## src/rtl/cs_seq_pkg.sv

```systemverilog
package cs_seq_pkg;

    typedef enum logic [1:0] {
        PH_IDLE  = 2'd0,
        PH_SETUP = 2'd1,
        PH_DATA  = 2'd2,
        PH_HOLD  = 2'd3
    } phase_e;

endpackage

```

## src/rtl/cs_cfg_latch.sv

```systemverilog
module cs_cfg_latch #(
    parameter int               LEN_W     = 4,
    parameter logic [LEN_W-1:0] SETUP_RST = 1,
    parameter logic [LEN_W-1:0] HOLD_RST  = 1
) (
    input  logic             clk,
    input  logic             rst_n,
    input  logic             load,
    input  logic [LEN_W-1:0] setup_len_i,
    input  logic [LEN_W-1:0] hold_len_i,
    input  logic             setup_en_i,
    input  logic             hold_en_i,
    output logic [LEN_W-1:0] setup_len_q,
    output logic [LEN_W-1:0] hold_len_q,
    output logic             setup_en_q,
    output logic             hold_en_q
);

    typedef struct packed {
        logic [LEN_W-1:0] setup_len;
        logic [LEN_W-1:0] hold_len;
        logic             setup_en;
        logic             hold_en;
    } cfg_t;

    cfg_t cfg_d, cfg_q;

    always_comb begin
        cfg_d = cfg_q;
        if (load) begin
            cfg_d.setup_len = setup_len_i;
            cfg_d.hold_len  = hold_len_i;
            cfg_d.setup_en  = setup_en_i;
            cfg_d.hold_en   = hold_en_i;
        end
    end

    always_ff @(posedge clk or negedge rst_n) begin
        if (!rst_n) begin
            cfg_q <= '{setup_len: SETUP_RST, hold_len: HOLD_RST,
                       setup_en: 1'b0, hold_en: 1'b0};
        end else begin
            cfg_q <= cfg_d;
        end
    end

    assign setup_len_q = cfg_q.setup_len;
    assign hold_len_q  = cfg_q.hold_len;
    assign setup_en_q  = cfg_q.setup_en;
    assign hold_en_q   = cfg_q.hold_en;

endmodule

```

## src/rtl/cs_tick_cnt.sv

```systemverilog
module cs_tick_cnt #(
    parameter int CNT_W = 4
) (
    input  logic             clk,
    input  logic             rst_n,
    input  logic             load,
    input  logic [CNT_W-1:0] load_val,
    input  logic             dec,
    output logic             is_zero,
    output logic             le_one
);

    localparam logic [CNT_W-1:0] ONE = {{(CNT_W-1){1'b0}}, 1'b1};

    logic [CNT_W-1:0] cnt_d, cnt_q;

    always_comb begin
        cnt_d = cnt_q;
        if (load) begin
            cnt_d = load_val;
        end else if (dec && (cnt_q != '0)) begin
            cnt_d = cnt_q - ONE;
        end
    end

    always_ff @(posedge clk or negedge rst_n) begin
        if (!rst_n) begin
            cnt_q <= '0;
        end else begin
            cnt_q <= cnt_d;
        end
    end

    assign is_zero = (cnt_q == '0);
    assign le_one  = (cnt_q <= ONE);

endmodule

```

## src/rtl/cs_seq_ctrl.sv

```systemverilog
module cs_seq_ctrl #(
    parameter int               LEN_W     = 4,
    parameter logic [LEN_W-1:0] SETUP_RST = 1,
    parameter logic [LEN_W-1:0] HOLD_RST  = 1
) (
    input  logic             clk,
    input  logic             rst_n,
    input  logic             start_i,
    input  logic             tick_i,
    input  logic             data_done_i,
    input  logic [LEN_W-1:0] setup_len_i,
    input  logic [LEN_W-1:0] hold_len_i,
    input  logic             setup_en_i,
    input  logic             hold_en_i,
    output logic             cs_n_o,
    output logic             data_go_o,
    output logic             busy_o
);
    import cs_seq_pkg::*;

    typedef struct packed {
        phase_e ph;
        logic   go;
    } seq_t;

    seq_t seq_d, seq_q;
    phase_e state_q;

    logic             cfg_load;
    logic [LEN_W-1:0] setup_len_q, hold_len_q;
    logic             setup_en_q, hold_en_q;
    logic             cnt_load, cnt_dec, cnt_zero, cnt_le1;
    logic [LEN_W-1:0] cnt_val;

    cs_cfg_latch #(
        .LEN_W    (LEN_W),
        .SETUP_RST(SETUP_RST),
        .HOLD_RST (HOLD_RST)
    ) u_cfg (
        .clk        (clk),
        .rst_n      (rst_n),
        .load       (cfg_load),
        .setup_len_i(setup_len_i),
        .hold_len_i (hold_len_i),
        .setup_en_i (setup_en_i),
        .hold_en_i  (hold_en_i),
        .setup_len_q(setup_len_q),
        .hold_len_q (hold_len_q),
        .setup_en_q (setup_en_q),
        .hold_en_q  (hold_en_q)
    );

    cs_tick_cnt #(
        .CNT_W(LEN_W)
    ) u_cnt (
        .clk     (clk),
        .rst_n   (rst_n),
        .load    (cnt_load),
        .load_val(cnt_val),
        .dec     (cnt_dec),
        .is_zero (cnt_zero),
        .le_one  (cnt_le1)
    );

    always_comb begin
        seq_d    = seq_q;
        seq_d.go = 1'b0;
        cfg_load = 1'b0;
        cnt_load = 1'b0;
        cnt_val  = setup_len_i;
        cnt_dec  = 1'b0;
        case (seq_q.ph)
            PH_IDLE: begin
                if (start_i) begin
                    cfg_load = 1'b1;
                    if (setup_en_i) begin
                        seq_d.ph = PH_SETUP;
                        cnt_load = 1'b1;
                        cnt_val  = setup_len_i;
                    end else begin
                        seq_d.ph = PH_DATA;
                        seq_d.go = 1'b1;
                    end
                end
            end
            PH_SETUP: begin
                if (tick_i) begin
                    if (cnt_zero) begin
                        seq_d.ph = PH_DATA;
                        seq_d.go = 1'b1;
                    end else begin
                        cnt_dec = 1'b1;
                    end
                end
            end
            PH_DATA: begin
                if (data_done_i) begin
                    if (hold_en_q) begin
                        seq_d.ph = PH_HOLD;
                        cnt_load = 1'b1;
                        cnt_val  = hold_len_q;
                    end else begin
                        seq_d.ph = PH_IDLE;
                    end
                end
            end
            PH_HOLD: begin
                if (tick_i) begin
                    if (cnt_le1) begin
                        seq_d.ph = PH_IDLE;
                    end else begin
                        cnt_dec = 1'b1;
                    end
                end
            end
            default: seq_d.ph = PH_IDLE;
        endcase
    end

    always_ff @(posedge clk or negedge rst_n) begin
        if (!rst_n) begin
            seq_q <= '{ph: PH_IDLE, go: 1'b0};
        end else begin
            seq_q <= seq_d;
        end
    end

    assign state_q   = seq_q.ph;
    assign cs_n_o    = (seq_q.ph == PH_IDLE);
    assign busy_o    = (seq_q.ph != PH_IDLE);
    assign data_go_o = seq_q.go;

endmodule

```

## config.mk

```make
export PLATFORM = sky130hd
export DESIGN_NAME = cs_seq_ctrl
export DESIGN_NICKNAME = d
export VERILOG_FILES = /design/src/rtl/cs_seq_pkg.sv /design/src/rtl/cs_cfg_latch.sv /design/src/rtl/cs_tick_cnt.sv /design/src/rtl/cs_seq_ctrl.sv
export SDC_FILE = /design/constraint.sdc
export NUM_CORES = 1
export LEC_CHECK = 0
export BUFFER_PORTS_ARGS = -buffer_cell sky130_fd_sc_hd__buf_4
export CELL_PAD_IN_SITES_DETAIL_PLACEMENT = 0
export CELL_PAD_IN_SITES_GLOBAL_PLACEMENT = 1
export CORE_MARGIN = 4
export CORE_UTILIZATION = 42
export CTS_CLUSTER_DIAMETER = 120
export DETAILED_ROUTE_END_ITERATION = 16
export PLACE_DENSITY = 0.83
export RECOVER_POWER = 25
export REMOVE_ABC_BUFFERS = 1
export SLEW_MARGIN = 20
export SYNTH_ARGS = -nofsm -noshare
export SYNTH_HDL_FRONTEND = slang
export SYNTH_SLANG_ARGS = --single-unit
export TNS_END_PERCENT = 20
```

## constraint.sdc

```tcl
create_clock -name clk -period 4.31 [get_ports clk]
set_input_delay 0.2155 -clock clk [delete_from_list [all_inputs] [get_ports clk]]
set_output_delay 0.2155 -clock clk [all_outputs]
set_load 0.05 [all_outputs]
```

==> flow_summary.toml <==
[clocking]
cts_setup_buffers = 0
clock_sink_count = 12
cts_repair_resize_count = 0
cts-htree-levels = 1
clk_root_buffer_cell = "clkbuf_4"
cts_buffers = 3
hold_buffers = 1
clkSlewWorstSetupHoldPaths_ns = 0.08
worstSkewPairLatency_ns = 0.27
clock_path_buffers = 2
cts_tree = "built"

[floorplanning]
floorplan.initialDensity_pct = 46.3
number_of_placed_i_o_pins = 18
placement_rows = 14
die_y_um = 49.5
fp.dieW_um = 49.5
design.die.area_sq_um = 2450
floorplan.core_area_sq_um = 1560

[route]
sum_of_routed_wire_segments_on_met1_um = 643
highest-signal-layer = "met3"
drtPass1Iterations = 4
dr_wl_met2_um = 592
routed_wl_per_cell_um = 13.2
drt-vias-per-instance = 5.47
postRouteAntennaNets = 0
drt_iter0_drc = 4
drcViolationCount = 0
total_wire_length_um = 1330
route.met3.wl_um = 95
vias = 552

[cells_and_area]
fraction_of_layout_instances_using_a_drive_strength_above_1_pct = 44.7
leading_cell_type_in_the_layout_fill_and_taps_excluded = "buf_4"
insertedDiodeCount = 0
syn2layout_area_growth_pct = 23.2
finalNonFillerCells = 101
total_number_of_nets_in_the_final_design = 104
seqCellArea_sq_um = 302
most-common-layout-cells = "buf_4, dfrtp_1, mux2_2"
multiInputGateArea_sq_um = 393
fillerInstances = 145
finalCoreUtilization_pct = 57.1

[global_route]
globalRoute.totalOverflow = 0
grtUsageTotal_pct = 11.7
grt_start_max_net_pins = 13
initial_antenna_violation_count = 0
vias_in_the_first_global_route = 542
wire_length_of_the_first_global_routing_pass_um = 2290

[worst_hold_path]
hold_path_end = "u_cfg.hold_len_q[1]"
worstHoldPathType = "primary input to flip-flop"
worst_hold_path_stage_count = 2
hold_path_startpoint = "hold_len_i[1]"

[setup_path]
cp-start-kind = "flip-flop"
critPathArrivalTime_ns = 2.17
reg2reg_setup_slack_ns = 2.34
timing_worst_setup_path_type = "flip-flop to flip-flop"
crit-reg2reg-capture = "u_cnt.cnt_q[1]"
critical_path.reg2reg.startpoint = "u_cnt.cnt_q[0]"
crit_path_max_incr_delay_ns = 0.41
crit_fanout = 4
critical_path.cell_chain = "inv_1, ha_1, or2_4, a311oi_4, mux2_1, a21oi_1"
worst_setup_path_end_kind = "flip-flop"
ff2ff_path_depth = 6
critPathSlowestCell = "dfrtp_1"
critical_path_required_ns = 4.51

[power]
intPower_w = 0.000337
power.share.switching_pct = 41.1
power_switching_w = 0.000235
cellLeakagePower_nw = 0.395
clock_share_of_power_pct = 12.6
p_total_w = 0.000572
p_seq_share_pct = 40.0
max-vdd-ir-drop_v = 0.000334
power-per-cell-area_nw_per_um2 = 643
pwr-share-comb_pct = 47.3

[run]
drv_cap = 0

[yosys]
syn_inst = 65
synth_top_cell_by_area = "dfrtp_1"
synth_ff_type = "dfrtp_1"
count_of_warnings_emitted_by_yosys = 0
ys_ff_latch = 12
yosysUniqueCellTypes = 30
async_set_or_reset_register_ratio_after_synthesis_pct = 100
synth_edf_count = 0
sequential_to_total_area_share_from_yosys_stat_pct = 41.8
syn_avg_cell_area_sq_um = 11.1
yosys-top-cells-area = "dfrtp_1, mux2_2, ha_1"
synth_area_sq_um = 722
top_area_cell_type_share_of_the_netlist_area_pct = 38.1

[timing]
finalWorstPathRequiredPeriod_ns = 1.97
setup_viol = 0
grt_setup_unrepaired = "false"
fmaxAchievable_mhz = 507
slew_limit_headroom_pct = 55.8
slew_viol_final = 0
timing.setup.tns_ns = 0
timing_worst_slew_pin_value_ns = 0.662
finClkSkew_ns = 0.00771
crit_share_post_route_pct = 45.8
final-hold-violation-count = 0

[status]
result_of_the_run = "finished, final reports clean"

[placed_design]
dp_hpwl_um = 1040
dp_cells = 96
routability_congestion_estimate_from_global_placement = 0.752
io_buffer_count = 17
-- state kept, by name (all words and copies together), names as in the netlist --
signal,cells
data_go_o,1
u_cnt.cnt_q,4
state_q,2
u_cfg.hold_en_q,1
u_cfg.hold_len_q,4
-- synth_stat cells, types with 2 or more instances --
| cell type | number |
|---|---|
| a31oi_1 | 2 |
| ha_1 | 3 |
| nor3b_1 | 2 |
| a21oi_1 | 2 |
| nand2_1 | 3 |
| mux2_2 | 9 |
| nand4_1 | 2 |
| nor2_1 | 7 |
| dfrtp_1 | 11 |
| inv_1 | 4 |
-- per-stage QoR --
stage / setup WS [ns] / hold slack (ns) / cell area [sq um]
final: 2.34 / 0.179 / 890
after global routing: 2.22 / 0.170 / 890
after CTS: 2.33 / 0.177 / 893
after detailed placement: 2.36 / 0.0662 / 857
after global placement: 2.41 / 0.0620 / 857
after floorplan: 2.48 / -0.0801 / 709
-- cell families (layout without fill, tap and decap cells) --
logic type	count (synthesis)	count (layout)	synth area share (%)
AOI/OAI and AO/OA	10	10	13.0
xor gates and xnor gates	1	1	1.21
buffers and inverters	6	26	3.81
DFF	12	12	41.8
adders and majority gates	3	3	5.20
and+or+nand+nor	23	23	19.4
muxes	10	10	15.6
-- worst max-delay path, delay by kind of cell (launching register included) --
kind	cells	cell delay, ns
adder cells (fa/ha/maj)	1	0.23
AO/OA/AOI/OAI	2	0.53
AND/OR/NAND/NOR	1	0.28
buffers and inverters	1	0.09
flip-flops	1	0.41
multiplexers	1	0.36
-- routing by layer --
metal	vias to the layer above	track usage, %
met5	-	0
met4	0	3.69
met3	0	3.92
met2	19	18.5
met1	258	15.2
li1	275	-
-- power groups by stage --
stage                     clock network, W  registers (W)  logic [W]
after floorplan                          0       0.000224   0.000211
after global placement                   0       0.000230   0.000269
after detailed placement                 0       0.000231   0.000273
after CTS                        0.0000747       0.000229   0.000274
after global routing             0.0000804       0.000239   0.000298
final                            0.0000723       0.000229   0.000271
-- final cells by class --
cell class	count	share of cell area, %
Clock buffer	4	2.95
Timing Repair Buffer	18	15.0
Inverter	4	1.69
Sequential cell	12	33.9
Multi-Input combinational cell	47	44.2
Tap cell	16	2.25
-- worst max path at each step --
stage                        start              to  slack, ns  depth (start not counted)
finish              u_cnt.cnt_q[0]  u_cnt.cnt_q[1]       2.34                          6
global route        u_cnt.cnt_q[0]  u_cnt.cnt_q[1]       2.22                          6
CTS                 u_cnt.cnt_q[0]  u_cnt.cnt_q[1]       2.33                          6
detailed placement  u_cnt.cnt_q[0]  u_cnt.cnt_q[1]       2.36                          6
global placement    u_cnt.cnt_q[0]  u_cnt.cnt_q[1]       2.41                          6
floorplan           u_cnt.cnt_q[0]  u_cnt.cnt_q[1]       2.48                          6
(Power assumes the default switching activity.)
